<file path="config.mk">
export PLATFORM = sky130hd
export DESIGN_NAME = lu_stall_unit
export DESIGN_NICKNAME = d
export VERILOG_FILES = /design/src/rtl/lu_pkg.sv /design/src/rtl/lu_reg_match.sv /design/src/rtl/lu_bubble_mux.sv /design/src/rtl/lu_stall_unit.sv
export SDC_FILE = /design/constraint.sdc
export NUM_CORES = 1
export LEC_CHECK = 0
export ABC_CLOCK_PERIOD_IN_PS = 2100
export BUFFER_PORTS_ARGS = -buffer_cell sky130_fd_sc_hd__buf_4
export CAP_MARGIN = 20
export CELL_PAD_IN_SITES_DETAIL_PLACEMENT = 1
export CELL_PAD_IN_SITES_GLOBAL_PLACEMENT = 1
export CORE_UTILIZATION = 19
export DETAILED_ROUTE_END_ITERATION = 7
export PLACE_DENSITY_LB_ADDON = 0.1
export SLEW_MARGIN = 20
export SYNTH_ARGS = -nofsm -noshare
export SYNTH_HDL_FRONTEND = slang
export SYNTH_SLANG_ARGS = --single-unit
</file>
<file path="constraint.sdc">
create_clock -name vclk -period 2.1
set_clock_uncertainty 0.15 [all_clocks]
set_input_delay 0.42 -clock vclk [all_inputs]
set_output_delay 0.42 -clock vclk [all_outputs]
set_load 0.05 [all_outputs]
</file>
<file path="src/rtl/lu_pkg.sv">
package lu_pkg;
   // Policy for a load whose target is register zero
   typedef enum logic {
      ZR_EXEMPT  = 1'b0,
      ZR_COMPARE = 1'b1
   } zr_mode_e;

   localparam int unsigned SRC_COUNT = 2;
endpackage

</file>
<file path="src/rtl/lu_reg_match.sv">
module lu_reg_match #(
   parameter int unsigned      REG_ADDR_W = 5,
   parameter lu_pkg::zr_mode_e ZERO_MODE  = lu_pkg::ZR_EXEMPT
) (
   input  logic [REG_ADDR_W-1:0] src_reg,
   input  logic [REG_ADDR_W-1:0] dst_reg,
   output logic                  hit
);
   logic same;
   assign same = (src_reg == dst_reg);

   generate
      if (ZERO_MODE == lu_pkg::ZR_EXEMPT) begin : g_exempt
         assign hit = same && (dst_reg != '0);
      end else begin : g_compare
         assign hit = same;
      end
   endgenerate
endmodule

</file>
<file path="src/rtl/lu_bubble_mux.sv">
module lu_bubble_mux #(
   parameter int unsigned CTRL_W = 9
) (
   input  logic              kill,
   input  logic [CTRL_W-1:0] ctrl_in,
   output logic [CTRL_W-1:0] ctrl_out
);
   always_comb begin
      ctrl_out = ctrl_in;
      if (kill) ctrl_out = '0;
   end
endmodule

</file>
<file path="src/rtl/lu_stall_unit.sv">
module lu_stall_unit #(
   parameter int unsigned      REG_ADDR_W = 5,
   parameter int unsigned      CTRL_W     = 9,
   parameter lu_pkg::zr_mode_e ZERO_MODE  = lu_pkg::ZR_EXEMPT
) (
   input  logic [REG_ADDR_W-1:0] ifid_rs,
   input  logic [REG_ADDR_W-1:0] ifid_rt,
   input  logic [REG_ADDR_W-1:0] idex_rt,
   input  logic                  idex_mem_read,
   input  logic [CTRL_W-1:0]     ctrl_in,
   output logic                  stall,
   output logic                  pc_write_en,
   output logic                  ifid_write_en,
   output logic [CTRL_W-1:0]     ctrl_out
);
   localparam int unsigned SRC_N = lu_pkg::SRC_COUNT;

   generate
      if (REG_ADDR_W < 1 || REG_ADDR_W > 8) begin : g_bad_addr
         $error("lu_stall_unit: REG_ADDR_W out of range");
      end
      if (CTRL_W < 1) begin : g_bad_ctrl
         $error("lu_stall_unit: CTRL_W must be positive");
      end
   endgenerate

   logic [REG_ADDR_W-1:0] src_vec [SRC_N];
   logic [SRC_N-1:0]      src_hit;
   logic                  hazard;

   assign src_vec[0] = ifid_rs;
   assign src_vec[1] = ifid_rt;

   generate
      for (genvar s = 0; s < SRC_N; s++) begin : g_src
         lu_reg_match #(
            .REG_ADDR_W(REG_ADDR_W),
            .ZERO_MODE (ZERO_MODE)
         ) i_match (
            .src_reg(src_vec[s]),
            .dst_reg(idex_rt),
            .hit    (src_hit[s])
         );
      end
   endgenerate

   assign hazard        = idex_mem_read && (|src_hit);
   assign stall         = hazard;
   assign pc_write_en   = ~hazard;
   assign ifid_write_en = ~hazard;

   lu_bubble_mux #(.CTRL_W(CTRL_W)) i_bubble (
      .kill    (hazard),
      .ctrl_in (ctrl_in),
      .ctrl_out(ctrl_out)
   );

   always_comb begin

      stall_needs_load_chk: assert (!stall || idex_mem_read);

      stall_needs_match_chk: assert (!stall || ifid_rs == idex_rt || ifid_rt == idex_rt);

      we_pair_chk: assert (pc_write_en == ifid_write_en && pc_write_en != stall);

      bubble_zero_chk: assert (!stall || ctrl_out == '0);

      pass_through_chk: assert (stall || ctrl_out == ctrl_in);
   end

   generate
      if (ZERO_MODE == lu_pkg::ZR_EXEMPT) begin : g_zero_chk
         always_comb begin

            zero_dest_chk: assert (!stall || idex_rt != '0);
         end
      end
   endgenerate
endmodule

</file>
==> metrics.cfg, run 1 <==
[outcome]
status=complete, but fails checks
violations=setup timing

[timing]
tightest_slew_ps=163
finalCritPeriodShare_pct=111
slew_violations=0
setup_viol=12
max_slew_margin_pct=89.2
holdWs_ps=1070
grt_setup_unrepaired=true
worst_slack_ps=-223
period_minus_slack_ps=2320
fin_setup_tns_ps=-2110
clock.fmax_mhz=430
hold_viol=0

[drt]
drt_iter0_drc=0
finalWirelength_mm=1.02
first_pass_iters=1
routedWlPerCell_um=11.6
ant_nets=0
avgViaCountPerCell=4.30
vias=378
route.detailed.drc=0

[floorplanning]
die_h_um=39.2
die_area_mm2=0.00154
start_util_pct=20.2
core_mm2=0.00130
io_pins=37
die_w_um=39.2
num_rows=13

[finish]
areaGrowthSynthToFinish_pct=200
final_nets=100
design_area_um2=788
seq_cell_count=0
layout_commonest_cell=buf_4
nClkBuffers=0
diodes=0
nFillCells=140
layout-drive-gt1-share_pct=80.8
layout_common_cells=29 x buf_4, 10 x xnor2_1, 10 x buf_6
fin_cells=88
final-seq-area_um2=0

[worst_setup_path]
cp-end-kind=output pin
worst-path-max-fanout=5
arrival_ps=1750
max_stage_delay_ps=520
crit_chain=buf_6 -> or4_4 -> o21a_4 -> buf_16 -> a21boi_4 -> buf_8
crit_type=in2out
cp-start-kind=primary input
worst_ep_required_time_ps=1530
slowest_stage=or4_4

[grt]
grt_pass1_wl_mm=1.61
antenna_found_initial=0
grt_max_degree=6
grt_pass1_vias=352
overflow=0
grt_use_total_pct=15.5

[cts]
cts_setup_buffers=0
holdBufCountCts=0

[yosys]
synth_nets=56
ys_seq_area_share_pct=0
synth_cells=31
yosys_warnings=0
synth_area_um2=263
synth.distinct_cells=11
avgSynthCellArea_um2=8.48

[placed_design]
place_area_um2=682
gp_congestion=0.562
port_buffers=37
hpwl_um=848
dpl.cell_count=87

[worst_hold_path]
holdCritPathClass=in2out

[power]
p_per_area_mw_per_mm2=280
ir_worst_vdd_v=0.000159
p_leak_nw=0.380
finalPower_uw=221

[run]
cap_violations=0

==> logic make-up after synthesis <==
group	Yosys count	synth area share, %
AO/OA/AOI/OAI	11	43.8
buffers and inverters	3	9.05
XOR/XNOR	10	33.3
AND/OR/NAND/NOR	7	13.8
==> cell usage after synthesis, drive strengths merged <==
cell type / count / area share, %
nand3: 2 / 3.8
and2: 1 / 2.9
xnor2: 10 / 33
nand2: 3 / 4.3
buf: 3 / 9.0
a21boi: 9 / 39
o22ai: 1 / 2.4
o21a: 1 / 2.9
or4: 1 / 2.9
==> repair_timing <==
item,4_1_cts,5_1_grt
endpoints found under the setup margin,12,12
pin swaps,2,0
cloned,1,0
gates resized for setup,21,1
==> worst paths after layout <==
path	from	to	slack, ps	cells after the start
setup / recovery	idex_rt[4]	ctrl_out[7]	-220	6
hold / removal	ctrl_in[3]	ctrl_out[3]	1070	3
==> layer usage <==
metal  wire length [um]  up-vias  track usage (%)
met5                  0        -                0
met4                  0        0                0
met3                 33        0                0
met2                577       14             29.6
met1                406      170             20.3
li1                   -      194                -
==> final cells by class <==
type / instances / area (um^2) / area share (%)
Tap cell: 15 / 18.8 / 2.38
Timing Repair Buffer: 45 / 438 / 55.6
Multi-Input combinational cell: 28 / 332 / 42.1
==> through the flow <==
stage	setup slack, ps	utilization (%)
finish	-223	60.6
global route	-248	60.6
CTS	-214	60.3
detailed placement	-269	52.4
global placement	-234	52.4
floorplan	-111	-
==> worst max-delay path: cells and delay by family <==
family | cells | cell delay [ps]
buf+inv | 3 | 400
compound gates | 2 | 400
simple gates | 1 | 520
==> where the power goes <==
group          leakage (nW)  switching [mW]  total [mW]  internal [mW]
Combinational         0.380           0.106       0.221          0.115
Sequential                0               0           0              0
Clock                     0               0           0              0
Power figures use the tool's default switching activity.
==> run 2, diff against run 1 <==
--- a/config.mk
+++ b/config.mk
@@ -12,6 +12,7 @@
 export CELL_PAD_IN_SITES_GLOBAL_PLACEMENT = 1
 export CORE_UTILIZATION = 19
 export DETAILED_ROUTE_END_ITERATION = 7
+export GPL_TIMING_DRIVEN = 0
 export PLACE_DENSITY_LB_ADDON = 0.1
 export SLEW_MARGIN = 20
 export SYNTH_ARGS = -nofsm -noshare
==> run 2 against run 1 <==
  * Critical endpoint unchanged
  * Worst setup slack got worse by 5.2 ps
  * Routed wire length is 2.0% higher
  * Clock-buffer cell count stayed put
  * The flow still finishes with violations (setup timing)
  * First-iteration DRC count unchanged
==> metrics.cfg, run 2 (synthesis gave the netlist of run 1 again) <==
[power]
power_frac_comb_pct=100.0  ; about the same
p_per_area_mw_per_mm2=283  ; +0.78%
p_leak_nw=0.360  ; -5.2%
switchingPower_uw=105  ; -1.1%
intPower_uw=109  ; -5.5%
finalPower_uw=214  ; -3.4%
p_clk_share_pct=0  ; unchanged
switching_share_pct=49.2  ; +1.1 points
power_frac_seq_pct=0  ; unchanged
ir_worst_vdd_v=0.000144  ; -9.7%

[finish]
nClkBuffers=0  ; unchanged
layout-drive-gt1-share_pct=78.3  ; -2.6 points
nFillCells=156  ; +11%
final_nets=96  ; -4.0%
design_area_um2=756  ; -4.1%
layout_common_cells=23 x buf_4, 13 x buf_6, 10 x xnor2_1
final-seq-area_um2=0  ; unchanged
diodes=0  ; unchanged
areaGrowthSynthToFinish_pct=188
multiInputGateArea_um2=325  ; -1.9%
final_core_utilization_pct=58.1  ; -2.5 points
layout_commonest_cell=buf_4
seq_cell_count=0  ; unchanged
fin_cells=84  ; -4.5%

[timing]
worst_slack_ps=-229  ; -5.24 ps
clock.fmax_mhz=429  ; -0.23%
grt_setup_unrepaired=true
setup_viol=12  ; unchanged
slew_violations=0  ; unchanged
fin_setup_tns_ps=-2300  ; -184 ps
tightest_slew_ps=240  ; +77.5 ps
holdWs_ps=1070  ; -0.750 ps
hold_viol=0  ; unchanged
max_slew_margin_pct=84.0  ; -5.2 points
finalCritPeriodShare_pct=111  ; +0.25 points
period_minus_slack_ps=2330  ; +5.24 ps

[worst_setup_path]
cp-end-kind=output pin
slowest_stage=or4_4
crit_type=in2out
arrival_ps=1760  ; about the same
max_stage_delay_ps=520  ; about the same
worst_ep_required_time_ps=1530  ; about the same
crit_chain=buf_8 -> or4_4 -> o21a_4 -> buf_12 -> a21boi_4 -> buf_6
cp_top_family=simple AND/OR/NAND/NOR gates
path_buf_inv=3  ; unchanged
crit_cells=6  ; unchanged
worst-path-max-fanout=5  ; unchanged
cp-start-kind=primary input

[worst_hold_path]
worstHoldEndpoint=ctrl_out[2]
worstHoldStart=ctrl_in[2]
hold_depth=3  ; unchanged
holdCritPathClass=in2out

[placed_design]
gp_congestion=0.543  ; -3.4%
dpl.cell_count=83  ; -4.6%
place_ws_ps=-275  ; -6.10 ps
hpwl_um=778  ; -8.2%
place_area_um2=641  ; -6.1%
port_buffers=37  ; unchanged

[drt]
ant_nets=0  ; unchanged
vias=364  ; -3.7%
route.detailed.drc=0  ; unchanged
finalWirelength_mm=1.04  ; +2.0%
first_pass_iters=1  ; unchanged
routedWlPerCell_um=12.3  ; +6.8%
avgViaCountPerCell=4.33  ; +0.88%
drt_iter0_drc=0  ; unchanged

[grt]
grt_use_total_pct=14.3  ; -1.2 points
grt_max_degree=11  ; +5
grt_pass1_wl_mm=1.52  ; -5.9%
grt_pass1_vias=350  ; -0.57%
overflow=0  ; unchanged
antenna_found_initial=0  ; unchanged

[outcome]
status=complete, but fails checks
violations=setup timing

[run]
cap_violations=0  ; unchanged

[floorplanning]
core_mm2=0.00130  ; unchanged
die_w_um=39.2  ; unchanged
die_h_um=39.2  ; unchanged
io_pins=37  ; unchanged
num_rows=13  ; unchanged
start_util_pct=20.2  ; unchanged
die_area_mm2=0.00154  ; unchanged

[cts]
holdBufCountCts=0  ; unchanged
cts_setup_buffers=0  ; unchanged

run 2: cell types whose count changed in the layout (fill, tap and decap cells not counted), sizes merged:
| cell | change |
|---|---|
| buf | -4 |
run 2: per-layer routing:
metal	wire length, um	up-vias	GRT usage [%]
li1	-	185	-
met1	389	165	15.9
met2	613	14	30.8
met3	34	0	0
met4	0	0	0
met5	0	-	0
run 2: area by class of cell:
class	count	share of cell area (%)
well taps	15	2.48
repair buffers	38	48.8
multi-input cells	28	43.0
plain buffers	3	5.63
run 2: worst max path at each step:
stage	from	end	slack [ps]
after floorplan	idex_rt[4]	pc_write_en	-110
after global placement	idex_rt[4]	pc_write_en	-270
after detailed placement	idex_rt[4]	ctrl_out[4]	-270
after CTS	idex_rt[4]	ctrl_out[4]	-210
after global routing	idex_rt[4]	ctrl_out[7]	-250
final	idex_rt[4]	ctrl_out[7]	-230
run 2: power groups by stage:
| stage | sequential [mW] | clock [mW] | combinational (mW) |
|---|---|---|---|
| finish | 0 | 0 | 0.214 |
| CTS | 0 | 0 | 0.212 |
| detailed placement | 0 | 0 | 0.185 |
| floorplan | 0 | 0 | 0.118 |
| global route | 0 | 0 | 0.223 |
| global placement | 0 | 0 | 0.184 |
run 2: timing repair:
action	in CTS	in global routing
endpoints found under the setup margin	12	12
cloned	1	0
pin swaps	0	1
endpoints found under the hold margin	0	0
resized for setup	22	2
==> run 3, diff against run 2 <==
--- a/config.mk
+++ b/config.mk
@@ -13,7 +13,7 @@
 export CORE_UTILIZATION = 19
 export DETAILED_ROUTE_END_ITERATION = 7
 export GPL_TIMING_DRIVEN = 0
-export PLACE_DENSITY_LB_ADDON = 0.1
+export PLACE_DENSITY = 0.93
 export SLEW_MARGIN = 20
 export SYNTH_ARGS = -nofsm -noshare
 export SYNTH_HDL_FRONTEND = slang
==> run 3 against run 2 <==
  * The flow still finishes with violations (setup timing)
  * Die area unchanged
  * Via count up 17%
  * Combinational power rose by 12%
  * Utilization increased by 7.2 points
  * Non-clock buffer count rose by 9
  * Cell count increased by 11%
  * Sequential cell count stayed put
  * First-iteration DRC count unchanged
  * Sequential share of layout area unchanged
  * Routed wire length is 30% higher
  * Fmax is 0.25% higher
  * Critical path depth unchanged
==> metrics.cfg, run 3 (synthesis gave the netlist of run 1 again) <==
[timing]
holdWs_ps=1060  ; -1.20 ps
fin_setup_tns_ps=-2360  ; -59.6 ps
slew_violations=0  ; unchanged
grt_setup_unrepaired=true
max_slew_margin_pct=80.8  ; -3.2 points
clock.fmax_mhz=431  ; +0.25%
hold_viol=0  ; unchanged
worst_slack_ps=-223  ; +5.90 ps
setup_viol=12  ; unchanged
finalCritPeriodShare_pct=111  ; -0.28 points
period_minus_slack_ps=2320  ; -5.90 ps
tightest_slew_ps=288  ; +47.7 ps

[power]
ir_worst_vdd_v=0.000133  ; -7.6%
p_per_area_mw_per_mm2=281  ; -0.67%
finalPower_uw=239  ; +12%
p_leak_nw=0.405  ; +12%

[floorplanning]
start_util_pct=20.2  ; unchanged
num_rows=13  ; unchanged
die_w_um=39.2  ; unchanged
io_pins=37  ; unchanged
die_area_mm2=0.00154  ; unchanged
core_mm2=0.00130  ; unchanged
die_h_um=39.2  ; unchanged

[grt]
overflow=0  ; unchanged
grt_pass1_wl_mm=1.76  ; +16%
grt_use_total_pct=16.4  ; +2.1 points
grt_max_degree=11  ; unchanged
antenna_found_initial=0  ; unchanged
grt_pass1_vias=419  ; +20%

[cts]
holdBufCountCts=0  ; unchanged

[worst_hold_path]
holdCritPathClass=in2out

[drt]
route.detailed.drc=0  ; unchanged
finalWirelength_mm=1.35  ; +30%
vias=426  ; +17%
ant_nets=0  ; unchanged
routedWlPerCell_um=14.5  ; +17%
drt_iter0_drc=0  ; unchanged
avgViaCountPerCell=4.58  ; +5.7%
first_pass_iters=1  ; unchanged

[placed_design]
gp_congestion=0.579  ; +6.6%
hpwl_um=803  ; +3.2%
dpl.cell_count=83  ; unchanged
port_buffers=37  ; unchanged
place_ws_ps=-274  ; +0.901 ps
place_area_um2=641  ; unchanged

[run]
cap_violations=0  ; unchanged

[worst_setup_path]
cp-end-kind=output pin
crit_type=in2out
crit_chain=buf_8 -> or4_4 -> o21a_4 -> buf_12 -> a21boi_4 -> buf_6
worst_ep_required_time_ps=1530  ; about the same
slowest_stage=or4_4
worst-path-max-fanout=5  ; unchanged
cp-start-kind=primary input
max_stage_delay_ps=520  ; about the same
arrival_ps=1750  ; about the same

[finish]
final_core_utilization_pct=65.3  ; +7.2 points
areaGrowthSynthToFinish_pct=223
design_area_um2=850  ; +12%
final-seq-area_um2=0  ; unchanged
diodes=0  ; unchanged
layout_common_cells=31 x buf_4, 12 x buf_6, 10 x xnor2_1
fin_cells=93  ; +11%
layout-drive-gt1-share_pct=80.8  ; +2.5 points
seq_cell_count=0  ; unchanged
layout_commonest_cell=buf_4
final_nets=105  ; +9.4%
nClkBuffers=0  ; unchanged

[outcome]
status=complete, but fails checks
violations=setup timing

## run 3: cell type report
type | count | area (um^2)
Buffer | 3 | 42.5
Fill cell | 143 | 452
Multi-Input combinational cell | 28 | 335
Tap cell | 15 | 18.8
Timing Repair Buffer | 47 | 453
## run 3: layer usage
layer	GRT usage, %	vias up	share of wire (%)
li1	-	202	-
met4	0	0	0
met5	0	-	0
met3	2.89	0	7.0
met1	16.2	200	28
met2	35.8	24	65
## run 3: critical path, delay by kind of cell
kind | cells | cell delay (ps)
AOI/OAI and AO/OA | 2 | 370
buffers and inverters | 3 | 420
and+or+nand+nor | 1 | 520
## run 3: worst paths after layout
path / to / slack (ps) / depth (start not counted) / from
min: ctrl_out[7] / 1060 / 3 / ctrl_in[7]
max: ctrl_out[8] / -220 / 6 / idex_rt[4]
## run 3: where the power goes
group	leakage, nW	switching (mW)	internal, mW	total (mW)
Combinational	0.405	0.113	0.126	0.239
Clock	0	0	0	0
Sequential	0	0	0	0
Total	0.405	0.113	0.126	0.239
## run 3: repair_timing
item	4_1_cts	5_1_grt
cloned	1	0
setup endpoints to repair	12	12
setup buffers	1	8
endpoints found under the hold margin	0	0
gates resized for setup	23	4
pin swaps	1	1
